<file path="src/rtl/ecc_step_summary.sv">
module ecc_step_summary #(
  parameter int STEPS_MAX = 64,
  localparam int SW = $clog2(STEPS_MAX + 1),
  localparam int IW = $clog2(STEPS_MAX),
  localparam int TW = $clog2(STEPS_MAX * 63 + 1)
) (
  input  logic                 clk,
  input  logic                 rst_n,
  input  logic                 start,
  input  logic [SW-1:0]        cfg_steps,
  input  logic [5:0]           cfg_strength,
  input  logic                 cfg_scramble,
  input  logic                 cfg_raw,
  input  logic                 st_valid,
  input  logic [63:0]          st_word,
  output logic                 st_ready,
  output logic                 done,
  output logic [TW-1:0]        total_fixed,
  output logic [5:0]           max_flips,
  output logic [STEPS_MAX-1:0] ok_map,
  output logic [1:0]           verdict,
  output logic                 usr_valid,
  output logic [7:0]           usr_lo,
  output logic [7:0]           usr_hi,
  output logic [IW-1:0]        usr_step
);

  logic [SW-1:0] steps_q;
  logic [5:0]    str_q;
  logic          scr_q, raw_q, busy_q, cmpl_q;
  logic [IW-1:0] idx_q;
  logic [1:0]    cls_q;

  wire [5:0] err_cnt  = st_word[29:24];
  wire [5:0] zero_cnt = st_word[21:16];
  wire       accept   = busy_q & st_valid;
  wire       uncorr   = (err_cnt == 6'h3F);
  wire       erased   = uncorr & scr_q & (zero_cnt < str_q);
  wire [5:0] gain     = uncorr ? zero_cnt : err_cnt;
  wire       add      = ~raw_q & (~uncorr | erased);
  wire       last     = raw_q | ({1'b0, idx_q} == (SW + 1)'(steps_q - 1'b1));

  wire [SW-1:0] steps_in = (cfg_steps == '0) ? SW'(1) :
                           (cfg_steps > SW'(STEPS_MAX)) ? SW'(STEPS_MAX) : cfg_steps;

  assign st_ready = busy_q;
  assign verdict  = cmpl_q ? cls_q : 2'd3;

  always_ff @(posedge clk) begin
    if (!rst_n) begin
      steps_q     <= SW'(1);
      str_q       <= '0;
      scr_q       <= 1'b0;
      raw_q       <= 1'b0;
      busy_q      <= 1'b0;
      cmpl_q      <= 1'b1;
      idx_q       <= '0;
      cls_q       <= 2'd0;
      done        <= 1'b0;
      total_fixed <= '0;
      max_flips   <= '0;
      ok_map      <= '0;
      usr_valid   <= 1'b0;
      usr_lo      <= '0;
      usr_hi      <= '0;
      usr_step    <= '0;
    end else begin
      done      <= 1'b0;
      usr_valid <= 1'b0;
      if (!busy_q && start) begin
        steps_q     <= steps_in;
        str_q       <= cfg_strength;
        scr_q       <= cfg_scramble;
        raw_q       <= cfg_raw;
        busy_q      <= 1'b1;
        cmpl_q      <= 1'b1;
        idx_q       <= '0;
        cls_q       <= 2'd0;
        total_fixed <= '0;
        max_flips   <= '0;
        ok_map      <= '0;
      end else if (accept) begin
        usr_valid <= 1'b1;
        usr_lo    <= st_word[7:0];
        usr_hi    <= st_word[15:8];
        usr_step  <= idx_q;
        idx_q     <= idx_q + 1'b1;
        if (add) begin
          total_fixed <= total_fixed + TW'(gain);
          if (gain > max_flips) max_flips <= gain;
        end
        if (!raw_q) begin
          if (!uncorr) ok_map[idx_q] <= 1'b1;
          else         cls_q <= erased ? 2'd1 : 2'd2;
        end
        if (last) begin
          busy_q <= 1'b0;
          done   <= 1'b1;
          cmpl_q <= st_word[31];
        end
      end
    end
  end

endmodule

</file>
<file path="config.mk">
export PLATFORM = sky130hd
export DESIGN_NAME = ecc_step_summary
export DESIGN_NICKNAME = d
export VERILOG_FILES = /design/src/rtl/ecc_step_summary.sv
export SDC_FILE = /design/constraint.sdc
export NUM_CORES = 1
export LEC_CHECK = 0
export BUFFER_PORTS_ARGS = -buffer_cell sky130_fd_sc_hd__buf_2
export CELL_PAD_IN_SITES_DETAIL_PLACEMENT = 1
export CELL_PAD_IN_SITES_GLOBAL_PLACEMENT = 1
export CORE_UTILIZATION = 35
export CTS_CLUSTER_SIZE = 20
export DETAILED_ROUTE_END_ITERATION = 8
export GPL_ROUTABILITY_DRIVEN = 0
export PLACE_DENSITY_LB_ADDON = 0.1
export SETUP_SLACK_MARGIN = 0.15
export SLEW_MARGIN = 20
export SYNTH_ARGS = -nofsm -noshare
export SYNTH_HDL_FRONTEND = slang
export SYNTH_SLANG_ARGS = --single-unit
</file>
<file path="constraint.sdc">
create_clock -name clk -period 3.05 [get_ports clk]
set_clock_uncertainty 0.15 [all_clocks]
set_input_delay 0.4575 -clock clk [delete_from_list [all_inputs] [get_ports clk]]
set_output_delay 0.4575 -clock clk [all_outputs]
set_load 0.03 [all_outputs]
</file>
# Word level (Yosys, flattened, before mapping)
# Index checks and enable logic that the tools add are counted.
# totals
reg_bits	131
mem_count	0
latch_bits	0
elab_cells	65
ram_bits	0
rom_bits	0
in_bits	83
# classes
n_eq_ne	2
n_bitwise	12
n_mul	0
addsub	3
div_mod_pow	0
mux	12
shifts	0
magnitude_cmp	5
reduce_logical	15
# op_table
cell	count
OR 64 bit	1
two-way mux 7 bit	2
adder 12 x 6 -> 12 bit	1
AND reduction 3 bit	3
equality test 6 x 8 -> 1 bit	1
AND reduction 2 bit	4
subtractor 7 x 1 -> 8 bit (second input constant)	1
> comparator 7 bit (second input constant)	1
zero test 7 bit	1
less-than comparator 6 x 7 -> 1 bit (second input constant)	1
adder 6 x 1 -> 6 bit (second input constant)	1
demux 1 bit (select 6 bit)	1
equality test 6 bit (second input constant)	1
greater-or-equal comparator 6 x 1 -> 1 bit (second input constant)	1
> comparator 6 bit	1
less-than comparator 6 bit	1
two-way mux 1 bit	6
two-way mux 6 bit	1
NOT 1 bit	5
AND 1 bit	4
two-way mux 2 bit	2
nonzero test 2 bit	2
OR reduction 3 bit	1
logical AND 1 bit	2
other kinds (3)	4

# Longest topological paths before layout
# depth
ltp_word	6
depth_mapped	13
depth_no_buf	13

# Least setup slack after synthesis
# No wires, ideal clock.
# synth_timing
kind	input port to flip-flop
start	in st_word[28]
end	reg total_fixed[10]
path_buffers	0
required_time_ps	2841
path_stages	13
slack_ps	217
arrival_time_ps	2624
setup_ps	59
cell_sequence	and4_1 > nand3_1 > o21ai_0 > inv_1 > ha_1 > inv_1 > fa_1 > nor2b_1 > o31a_1 > o21ai_0 > nor2b_1 > or4_1 > nand2_1
# synth_via
elab_cells_between_ends	9
cone_classes	add/sub (1); eq/ne (1); mux (1); bitwise (5); reduce/logical (1)
# synth_lines
element	line_no	source
from (decl)	15	input logic [63:0] st_word,
equality test 6 bit	37	wire uncorr = (err_cnt == 6'h3F);
two-way mux 6 bit	39	wire [5:0] gain = uncorr ? zero_cnt : err_cnt;
named net gain[0]	39	
adder 12 x 6 -> 12 bit	89	total_fixed <= total_fixed + TW'(gain);
to (signal assigned)	89	
to (decl)	18	output logic [TW-1:0] total_fixed,
# The timed path passes the listed nets, and every way through them passes these cells.
# A chain may end at the register's enable or synchronous reset.

# Worst setup path in the final report
# layout_timing
start	in st_word[28]
end	reg total_fixed[10]
# layout_via
elab_cells_between_ends	9
cone_classes	add/sub (1); eq/ne (1); mux (1); bitwise (5); reduce/logical (1)
# layout_lines
element	line_no
equality test 6 bit	37
two-way mux 6 bit (*)	39
named net gain[4]	39
adder 12 x 6 -> 12 bit (*)	89
# Mark *: on every way through the listed nets, which the timed path passes. The rest lies on a longest branch.

==> results_dict.tcl <==
set metrics [dict create \
    power.net_switching_uw 1070 \
    p_leak_uw 0.00318 \
    dp.cells 1002 \
    worst-r2r-cell-count 8 \
    end_kind "flop" \
    synth-edff-count 0 \
    ys_warn_count 0 \
    synth_cell_types 54 \
    rsz0062_at_grt "false" \
    cp.buffers_inverters 3 \
    ys_seq_area_frac 0.475 \
    areaGrowthSynthToFinish_pct 30.8 \
    yosys.area.top_type "dfxtp_1" \
    critPathTopFamily "simple AND/OR/NAND/NOR gates" \
    dominantRegCellSynth "dfxtp_1" \
    grt_max_degree 42 \
    overflow 0 \
    slowest_delay_ns 0.49 \
    ir_drop_uv 411 \
    start_kind "input pin" \
    whs_path_depth 3 \
    postCtsHoldBufs 0 \
    hp-start "st_word[15]" \
    wirelength_um 16800 \
    rr_endpoint "max_flips[0]" \
    cp_common_cell "o21ai_0" \
    final_max_slew_viol_count 0 \
    power_density_nw_per_um2 601 \
    synthArstFlopShare 0 \
    post_cts_buffers 0 \
    critPathRequiredTime_ns 3.27 \
    setup_violations 0 \
    die_x_um 128 \
    antenna_cells 0 \
    arrival_ns 2.94 \
    dp.final_hpwl_um 12000 \
    ant_nets 0 \
    yosysMostFrequentCell "dfxtp_1" \
    pwr-share-seq 0.407 \
    dr.pass1.iters 4 \
    power_uw 4340 \
    status "finished, final reports clean" \
    fmax_ghz 0.368 \
    nets 913 \
    synth_common_cells "131 x dfxtp_1, 95 x nand2_1, 85 x nor2_1" \
    worstMarginPinSlew_ns 0.924 \
    path_cells "buf_2 > and4_1 > nand3_1 > buf_4 > o21ai_0 > inv_1 > ha_1 > o21a_1 > o31a_1 > o21ai_0 > nor2b_1 > or4_1 > nand2_1" \
    drc_errors 0 \
    hold_viol 0 \
    io_pins 192 \
    intPower_uw 3280 \
    cts_max_level 4 \
    min_path_type "input pin to flop" \
    combPwrFrac 0.079 \
    clk_path_buf_depth 2 \
    crit_slowest_cell "or4_1" \
    synth_nets 751 \
    power_frac_clock 0.514 \
    insertion_delay_ns 0.43 \
    cts_resized 0 \
    grt_util_all_layers 0.218 \
    period_share 0.890 \
    r2r-start "str_q[2]" \
    synth-seq-cells 131 \
    final_cells 1034 \
    synth_top_area_frac 0.475 \
    antenna_found_initial 0 \
    postPlaceCellArea_um2 6590 \
    vias 5135 \
    postSynthAreaPerCell_um2 8.53 \
    design_area_um2 7230 \
    first_global_vias 5397 \
    drtIter0Drc 204 \
    routed_via_density 4.97 \
    cts-root-buf "clkbuf_16" \
    crit_type "input pin to flop" \
    numCtsBuffers 17 \
    num_rows 45 \
    p_sw_frac 0.245 \
    drive_above_1_share 0.276 \
    port_buffers 156 \
    r2r_slack_ns 0.60 \
    synth_area_leaders "dfxtp_1 47%, a21oi_1 7.2%, nand2_1 6.5%, nor2_1 5.8%, a21boi_0 4.9%" \
    die_y_um 128 \
    grt_pass1_wl_um 27500 \
    maxSlewHeadroom 0.383 \
    syn-instance-count 648 \
    fin_crit_ns 2.71 \
    critical_path_peak_fanout 5 \
    whs_endpoint "usr_hi[7]" \
    clk_pin_slew_ns 0.06 \
    clock-sinks 131 \
    core_um2 15300 \
    routedWlPerCell_um 16.3 \
    start_util 0.361 \
    max_cap_violations 0 \
    syn_area_um2 5530 \
    die_area_um2 16300 \
    cts_tree "done" \
]
power groups by stage:
stage | logic (uW) | registers (uW) | clock network, uW
final | 345 | 1770 | 2230
after global routing | 385 | 1770 | 2360
after CTS | 351 | 1770 | 2270
after detailed placement | 348 | 1810 | 0
after global placement | 333 | 1800 | 0
after floorplan | 199 | 1830 | 0
worst reg2reg max path: cells and delay by family (launching register included):
family	cells	cell delay (ns)
buffers and inverters	1	0.05
DFF	1	0.34
adders and majority gates	1	0.31
and+or+nand+nor	1	0.07
AOI/OAI and AO/OA	5	1.47
sequential cells by signal, summed over array words and instances, names as in the netlist, 2 cells and up:
register,flops
usr_hi,8
str_q,6
steps_q,7
usr_lo,8
cls_q,2
ok_map,64
total_fixed,12
max_flips,6
usr_step,6
idx_q,6
per-stage QoR:
step | util | setup WS, ns | setup TNS (ns) | hold WS, ns
2_1_floorplan | - | 0.217 | 0 | 0.289
3_3_place_gp | 0.430 | -0.0522 | -0.0564 | 0.295
3_5_place_dp | 0.430 | -0.134 | -1.05 | 0.303
4_1_cts | 0.472 | 0.281 | 0 | 0.122
5_1_grt | 0.472 | 0.175 | 0 | 0.138
6_report | 0.472 | 0.336 | 0 | 0.132
metal layers:
layer	global-route usage	wire (um)	up-vias
met5	0	0	-
met4	0.0955	365	0
met3	0.0574	964	26
met2	0.375	8280	127
met1	0.254	7220	2458
li1	-	-	2524
final cells by class:
type,instances,area (um^2)
timing repair buffer,177,938
clock inverter,13,198
fill,1853,8090
multi-input combinational,460,2680
inverter,23,86.3
clock buffer,19,443
tap,211,264
sequential,131,2620
placed cells by master (no fill, tap or decap), types with 4 or more instances in the layout:
cell,synthesis,final
bufinv_16,0,4
dfxtp_1,131,131
ha_1,19,19
nand4_1,5,5
o21ai_0,20,17
nor2b_1,7,7
o21ai_1,1,4
nor2_1,85,85
nand2_1,95,94
clkbuf_16,0,17
nand3b_1,7,7
or3_1,5,5
xor2_1,8,8
buf_4,0,21
xnor2_1,8,8
a21o_1,5,5
buf_2,7,156
and2_1,4,4
or4_1,5,5
nor3_1,4,4
nand2b_1,7,7
nand3_1,5,5
o21ai_2,4,4
inv_1,23,23
a21oi_1,79,79
inv_6,0,5
o211ai_1,6,6
a21boi_0,36,36
worst max-delay path by stage:
stage | startpoint | endpoint | depth (start not counted)
global placement | st_word[28] | total_fixed[10] | 14
CTS | st_word[27] | total_fixed[6] | 14
detailed placement | st_word[28] | total_fixed[10] | 14
global route | st_word[27] | total_fixed[10] | 13
finish | st_word[28] | total_fixed[10] | 13
floorplan | st_word[28] | total_fixed[10] | 13
cells by family after synthesis:
logic type / share of synthesized area
AOI/OAI and AO/OA: 0.196
xor gates and xnor gates: 0.0254
adders and majority gates: 0.0466
buffers and inverters: 0.0417
DFF: 0.475
and+or+nand+nor: 0.216
(Power assumes the default switching activity.)
